===== src/rtl/dma_seq_pkg.sv =====
package dma_seq_pkg;
  typedef enum logic [1:0] {
    SEL_START = 2'd0,
    SEL_THR   = 2'd1,
    SEL_END   = 2'd2,
    SEL_NONE  = 2'd3
  } cfg_sel_e;

  localparam int unsigned NUM_CFG  = 3;
  localparam int unsigned NUM_FLAG = 2;
  localparam int unsigned FLAG_THR = 0;
  localparam int unsigned FLAG_END = 1;
endpackage


===== src/rtl/dma_cfg_regs.sv =====
module dma_cfg_regs
  import dma_seq_pkg::*;
#(
  parameter int unsigned        ADDR_W   = 32,
  parameter logic [ADDR_W-1:0]  MIN_ADDR = 32'h2000_0000
) (
  input  logic                          clk,
  input  logic                          rst_n,
  input  logic                          we,
  input  logic [1:0]                    sel,
  input  logic [ADDR_W-1:0]             wdata,
  output logic [NUM_CFG-1:0][ADDR_W-1:0] cfg_q
);
  logic [ADDR_W-1:0] aligned;
  logic [ADDR_W-1:0] legal;

  always_comb begin
    aligned = {wdata[ADDR_W-1:2], 2'b00};
    legal   = (aligned < MIN_ADDR) ? MIN_ADDR : aligned;
  end

  for (genvar i = 0; i < NUM_CFG; i++) begin : g_cfg
    always_ff @(posedge clk or negedge rst_n) begin
      if (!rst_n)                       cfg_q[i] <= MIN_ADDR;
      else if (we && sel == 2'(i))      cfg_q[i] <= legal;
    end

    p_legal_cfg_r2: assert property (@(posedge clk) disable iff (!rst_n)
      (we && sel == 2'(i)) |=> (cfg_q[i][1:0] == 2'b00 && cfg_q[i] >= MIN_ADDR));
  end
endmodule


===== src/rtl/dma_addr_gen.sv =====
module dma_addr_gen #(
  parameter int unsigned        ADDR_W   = 32,
  parameter int unsigned        STEP     = 4,
  parameter logic [ADDR_W-1:0]  MIN_ADDR = 32'h2000_0000
) (
  input  logic              clk,
  input  logic              rst_n,
  input  logic              dma_en,
  input  logic [ADDR_W-1:0] start_cfg,
  input  logic [ADDR_W-1:0] end_cfg,
  input  logic              fire,
  output logic              armed,
  output logic [ADDR_W-1:0] cur
);
  localparam logic [ADDR_W-1:0] STEP_V = ADDR_W'(STEP);

  logic [ADDR_W-1:0] lat_start;
  logic              rise;
  logic              at_end;

  assign rise   = dma_en && !armed;
  assign at_end = (cur == end_cfg);

  always_ff @(posedge clk or negedge rst_n) begin
    if (!rst_n) begin
      armed     <= 1'b0;
      lat_start <= MIN_ADDR;
      cur       <= MIN_ADDR;
    end else begin
      armed <= dma_en;
      if (rise) begin
        lat_start <= start_cfg;
        cur       <= start_cfg;
      end else if (fire) begin
        cur <= at_end ? lat_start : cur + STEP_V;
      end
    end
  end

  p_load_r3: assert property (@(posedge clk) disable iff (!rst_n)
    rise |=> (cur == $past(start_cfg)));
  p_hold_r5: assert property (@(posedge clk) disable iff (!rst_n)
    (armed && dma_en && !fire) |=> $stable(cur));
  p_step_r6: assert property (@(posedge clk) disable iff (!rst_n)
    (fire && !rise && !at_end) |=> (cur == $past(cur) + STEP_V));
  p_wrap_r7: assert property (@(posedge clk) disable iff (!rst_n)
    (fire && !rise && at_end) |=> (cur == $past(lat_start)));
  p_keep_start_r4: assert property (@(posedge clk) disable iff (!rst_n)
    (armed && dma_en) |=> $stable(lat_start));
endmodule


===== src/rtl/dma_match_flags.sv =====
module dma_match_flags
  import dma_seq_pkg::*;
#(
  parameter int unsigned ADDR_W = 32
) (
  input  logic                            clk,
  input  logic                            rst_n,
  input  logic                            armed,
  input  logic [ADDR_W-1:0]               cur,
  input  logic [NUM_FLAG-1:0][ADDR_W-1:0] target,
  input  logic [NUM_FLAG-1:0]             clr,
  input  logic [NUM_FLAG-1:0]             ie,
  output logic [NUM_FLAG-1:0]             flag,
  output logic                            irq
);
  logic [NUM_FLAG-1:0] hit;
  logic [NUM_FLAG-1:0] hit_q;
  logic [NUM_FLAG-1:0] arrive;

  for (genvar i = 0; i < NUM_FLAG; i++) begin : g_flag
    assign hit[i]    = armed && (cur == target[i]);
    assign arrive[i] = hit[i] && !hit_q[i];

    always_ff @(posedge clk or negedge rst_n) begin
      if (!rst_n) begin
        hit_q[i] <= 1'b0;
        flag[i]  <= 1'b0;
      end else begin
        hit_q[i] <= hit[i];
        if (arrive[i])   flag[i] <= 1'b1;
        else if (clr[i]) flag[i] <= 1'b0;
      end
    end

    p_sticky_r8: assert property (@(posedge clk) disable iff (!rst_n)
      (flag[i] && !clr[i]) |=> flag[i]);
    p_clear_r10: assert property (@(posedge clk) disable iff (!rst_n)
      (clr[i] && !arrive[i]) |=> !flag[i]);
    p_once_r9: assert property (@(posedge clk) disable iff (!rst_n)
      (!flag[i] && hit_q[i] && hit[i]) |=> !flag[i]);
  end

  assign irq = |(flag & ie);
endmodule


===== src/rtl/dma_circ_seq.sv =====
module dma_circ_seq
  import dma_seq_pkg::*;
#(
  parameter int unsigned        ADDR_W   = 32,
  parameter int unsigned        STEP     = 4,
  parameter logic [ADDR_W-1:0]  MIN_ADDR = 32'h2000_0000
) (
  input  logic              clk,
  input  logic              rst_n,
  input  logic              reg_we,
  input  logic [1:0]        reg_sel,
  input  logic [ADDR_W-1:0] reg_wdata,
  input  logic              dma_en,
  input  logic              fifo_req,
  output logic              xfer_valid,
  input  logic              xfer_ready,
  output logic [ADDR_W-1:0] cur_addr,
  input  logic [1:0]        flag_clr,
  input  logic [1:0]        irq_en,
  output logic [1:0]        flags,
  output logic              irq
);
  logic [NUM_CFG-1:0][ADDR_W-1:0]  cfg_q;
  logic [NUM_FLAG-1:0][ADDR_W-1:0] targets;
  logic                            armed;
  logic                            fire;

  dma_cfg_regs #(.ADDR_W(ADDR_W), .MIN_ADDR(MIN_ADDR)) u_cfg (
    .clk   (clk),
    .rst_n (rst_n),
    .we    (reg_we),
    .sel   (reg_sel),
    .wdata (reg_wdata),
    .cfg_q (cfg_q)
  );

  assign xfer_valid = dma_en && armed && fifo_req;
  assign fire       = xfer_valid && xfer_ready;

  dma_addr_gen #(.ADDR_W(ADDR_W), .STEP(STEP), .MIN_ADDR(MIN_ADDR)) u_gen (
    .clk       (clk),
    .rst_n     (rst_n),
    .dma_en    (dma_en),
    .start_cfg (cfg_q[SEL_START]),
    .end_cfg   (cfg_q[SEL_END]),
    .fire      (fire),
    .armed     (armed),
    .cur       (cur_addr)
  );

  assign targets[FLAG_THR] = cfg_q[SEL_THR];
  assign targets[FLAG_END] = cfg_q[SEL_END];

  dma_match_flags #(.ADDR_W(ADDR_W)) u_flags (
    .clk    (clk),
    .rst_n  (rst_n),
    .armed  (armed),
    .cur    (cur_addr),
    .target (targets),
    .clr    (flag_clr),
    .ie     (irq_en),
    .flag   (flags),
    .irq    (irq)
  );

  p_idle_hold_r12: assert property (@(posedge clk) disable iff (!rst_n)
    !dma_en |=> $stable(cur_addr));
  p_backpressure_r5: assert property (@(posedge clk) disable iff (!rst_n)
    (xfer_valid && !xfer_ready) |=> $stable(cur_addr));
endmodule


===== config.mk =====
export PLATFORM = sky130hd
export DESIGN_NAME = dma_circ_seq
export DESIGN_NICKNAME = d
export VERILOG_FILES = /design/src/rtl/dma_seq_pkg.sv /design/src/rtl/dma_cfg_regs.sv /design/src/rtl/dma_addr_gen.sv /design/src/rtl/dma_match_flags.sv /design/src/rtl/dma_circ_seq.sv
export SDC_FILE = /design/constraint.sdc
export NUM_CORES = 1
export LEC_CHECK = 0
export BUFFER_PORTS_ARGS = -buffer_cell sky130_fd_sc_hd__clkbuf_2
export CAP_MARGIN = 5
export CELL_PAD_IN_SITES_DETAIL_PLACEMENT = 1
export CELL_PAD_IN_SITES_GLOBAL_PLACEMENT = 1
export CORE_MARGIN = 1
export CORE_UTILIZATION = 30
export DETAILED_ROUTE_END_ITERATION = 12
export PLACE_DENSITY_LB_ADDON = 0.1
export SLEW_MARGIN = 20
export SYNTH_ARGS = -nofsm -noshare
export SYNTH_HDL_FRONTEND = slang
export SYNTH_SLANG_ARGS = --single-unit
export TNS_END_PERCENT = 30

===== constraint.sdc =====
create_clock -name clk -period 2.6 [get_ports clk]
set_input_delay 0.13 -clock clk [delete_from_list [all_inputs] [get_ports clk]]
set_output_delay 0.13 -clock clk [all_outputs]
set_load 0.005 [all_outputs]

==> results.yml <==
status:
  status: "finished, final reports clean"
route:
  drc: 0
  via_per_inst: 5.01
  wl_per_cell_um: 20.7
  drt-total-wl_um: 25600
  drt.antenna.violating_nets: 0
  dr_total_vias: 6193
  firstDrtPassIters: 4
  drtIter0Drc: 303
global_route:
  grt-busiest-layer: "met2"
  grt_max_degree: 85
  track_usage_pct: 20.9
  met1_usage_pct: 28.5
  grt_pass1_wl_um: 40400
  antenna_found_initial: 0
  grt_util_met2_pct: 33.3
  grt_use_met3_pct: 3.33
  first_global_vias: 6786
  grt_overflow: 0
floorplan:
  initial_core_util_pct: 30.8
  die_area_sq_mm: 0.0258
  dieWidth_um: 161
  row_count: 57
  core_sq_mm: 0.0245
  io_pins: 80
  die_height_um: 161
power_and_ir_drop:
  p_int_mw: 5.13
  p_switching_mw: 2.26
  combinationalPowerShare_pct: 21.3
  power.density_mw_per_mm2: 801
  total_power_mw: 7.38
  pwr-share-seq_pct: 43.1
  swShare_pct: 30.6
  p_leak_nw: 4.48
  p_clk_share_pct: 35.6
  ir_drop_mv: 0.366
cells_and_area:
  fillers: 2852
  layout.nets: 947
  antenna_cells: 0
  areaGrowthSynthToFinish_pct: 21.9
  instances_no_fill: 1237
  layout-drive-gt1-share_pct: 18.8
yosys:
  synth_cell_types: 50
  synthTopCellsByArea: "dfrtp_1 50%, nand2_1 11%, o21ai_0 6.8%"
  synthArstFlopShare_pct: 100
  yosysSeqAreaShare_pct: 51.4
  synth_area_sq_mm: 0.00756
  synth_cells: 815
  synthTopCellsByCount: "214 x nand2_1, 150 x dfrtp_1, 103 x o21ai_0, 50 x clkbuf_1, 46 x xor2_1"
  yosys.area.top_type: "dfrtp_1"
  ys_warn_count: 0
  yosysTopAreaCellShare_pct: 49.6
  synth_top_flop_cell: "dfrtp_1"
  yosysMostFrequentCell: "nand2_1"
  ys_ff_latch: 155
  syn_avg_cell_area_sq_um: 9.28
  synth_edf_count: 0
placed_design:
  placed_cells: 1193
  routabilityCongestion: 0.769
  portBuffers: 75
  dp.final_hpwl_um: 17500
clock_tree:
  cts.sinks: 155
  htree_levels: 4
  cts_made_buffers: 17
  cts_max_path_buffers: 2
  ctsRootBufferMaster: "clkbuf_16"
  cts_tree: "built"
  clk_latency_ns: 0.43
  holdBufCountCts: 14
  cts_setup_buffers: 0
  post_cts_resized: 0
  path_clk_slew_ns: 0.06
worst_setup_path:
  rr_endpoint: "u_gen.cur[9]"
  ff2ff_path_depth: 7
  critPathKind: "flip-flop to flip-flop"
  critPathRequiredTime_ns: 2.90
  critPathLaunchType: "flip-flop"
  reg2reg_from: "u_gen.cur[4]"
  rrSetupSlack_ns: 0.20
  path_max_fanout: 13
  end_kind: "flip-flop"
  arrival_ns: 2.71
timing:
  slew_viol_final: 0
  min_period_ns: 2.40
  rsz0062_at_grt: "no"
  finalHoldViolCount: 0
  finalCritPeriodShare_pct: 92.5
  finClkSkew_ns: 0.0118
  finalSetupViolCount: 0
  worst_slew_pin_slew_ns: 1.06
  setup_tns_ns: 0
  max_freq_mhz: 416
  max_slew_margin_pct: 29.1
worst_hold_path:
  min_path_type: "input pin to flip-flop"
  min_to: "u_cfg.cfg_q[39]"
  hold_depth: 3
  min-delay-start: "reg_wdata[7]"
flow_run:
  maxCapViolations: 0
## per-stage QoR
| stage | utilization (%) | instance area, sq um | hold slack (ns) | setup slack [ns] |
|---|---|---|---|---|
| after detailed placement | 34.5 | 8470 | 0.0751 | 0.200 |
| after CTS | 37.6 | 9210 | 0.00409 | 0.137 |
| final | 37.6 | 9210 | 0.00165 | 0.195 |
| after global routing | 37.6 | 9210 | 0.00621 | 0.0913 |
| after global placement | 34.5 | 8470 | 0.0715 | 0.188 |
| after floorplan | - | 7560 | -0.166 | 0.412 |
## per-layer routing
layer / up-vias / routed length [um]
li1: 2913 / -
met5: - / 0
met3: 38 / 794
met1: 3114 / 12400
met4: 0 / 593
met2: 128 / 11800
## kinds of logic after synthesis
| group | after synthesis | share of synthesized area [%] |
|---|---|---|
| and+or+nand+nor | 301 | 17.5 |
| muxes | 27 | 3.74 |
| buffers and inverters | 82 | 4.93 |
| DFF | 155 | 51.4 |
| adders and majority gates | 1 | 0.165 |
| xor gates and xnor gates | 78 | 9.04 |
| AOI/OAI and AO/OA | 170 | 13.2 |
| other | 1 | 0.0496 |
## sequential cells by signal (all words and copies together), names as in the netlist
signal           cells
u_cfg.cfg_q         90
u_gen.lat_start     30
u_gen.armed          1
u_flags.hit_q        2
u_gen.cur           30
u_flags.flag         2
## worst max-delay path: stages, from the launching register on
cell and delay (ns):
dfrtp_1 0.44, xor2_1 0.19, nor4_1 0.51, nand4_1 0.18
or2_2 0.35, buf_4 0.22, o31ai_1 0.26, o22ai_1 0.12
## area by class of cell
class	instances	area [sq um]	share of cell area (%)
multi-input combinational	579	3310	36.0
clock buffer	22	464	5.04
timing repair buffer	137	957	10.4
inverter	12	45.0	0.489
clock inverter	8	143	1.55
sequential	155	3880	42.2
tap	324	405	4.40
## cell usage in the layout, fill, tap and decap left out, drive strengths merged, types with 4 or more instances in the layout
cell         instances
a21oi                4
a22o                 4
a22oi               23
and2                 4
and3                 8
and4                 4
buf                 49
bufinv               4
clkbuf              96
dfrtp              150
dfstp                5
dlygate4sd3         14
inv                 12
mux2                 7
mux2i               20
nand2              214
nand3               16
nand4               13
nor2                19
nor4                12
o21ai              121
xnor2               32
xor2                46
## power groups by stage
stage	registers, mW	logic [mW]	clock network [mW]
2_1_floorplan	3.11	0.944	0
3_3_place_gp	3.20	1.52	0
3_5_place_dp	3.23	1.57	0
4_1_cts	3.19	1.60	2.69
5_1_grt	3.24	1.76	2.79
6_report	3.19	1.57	2.63
## worst max-delay path by stage
stage	cells past startpoint	slack, ns	end	startpoint
after floorplan	9	0.41	u_gen.cur[9]	u_gen.cur[29]
after global placement	7	0.19	u_gen.cur[9]	u_gen.cur[4]
after detailed placement	7	0.20	u_gen.cur[9]	u_gen.cur[4]
after CTS	7	0.14	u_gen.cur[9]	u_gen.cur[4]
after global routing	7	0.09	u_gen.cur[9]	u_gen.cur[3]
final	7	0.20	u_gen.cur[9]	u_gen.cur[4]
No activity file was read; power rests on OpenSTA's default activity.
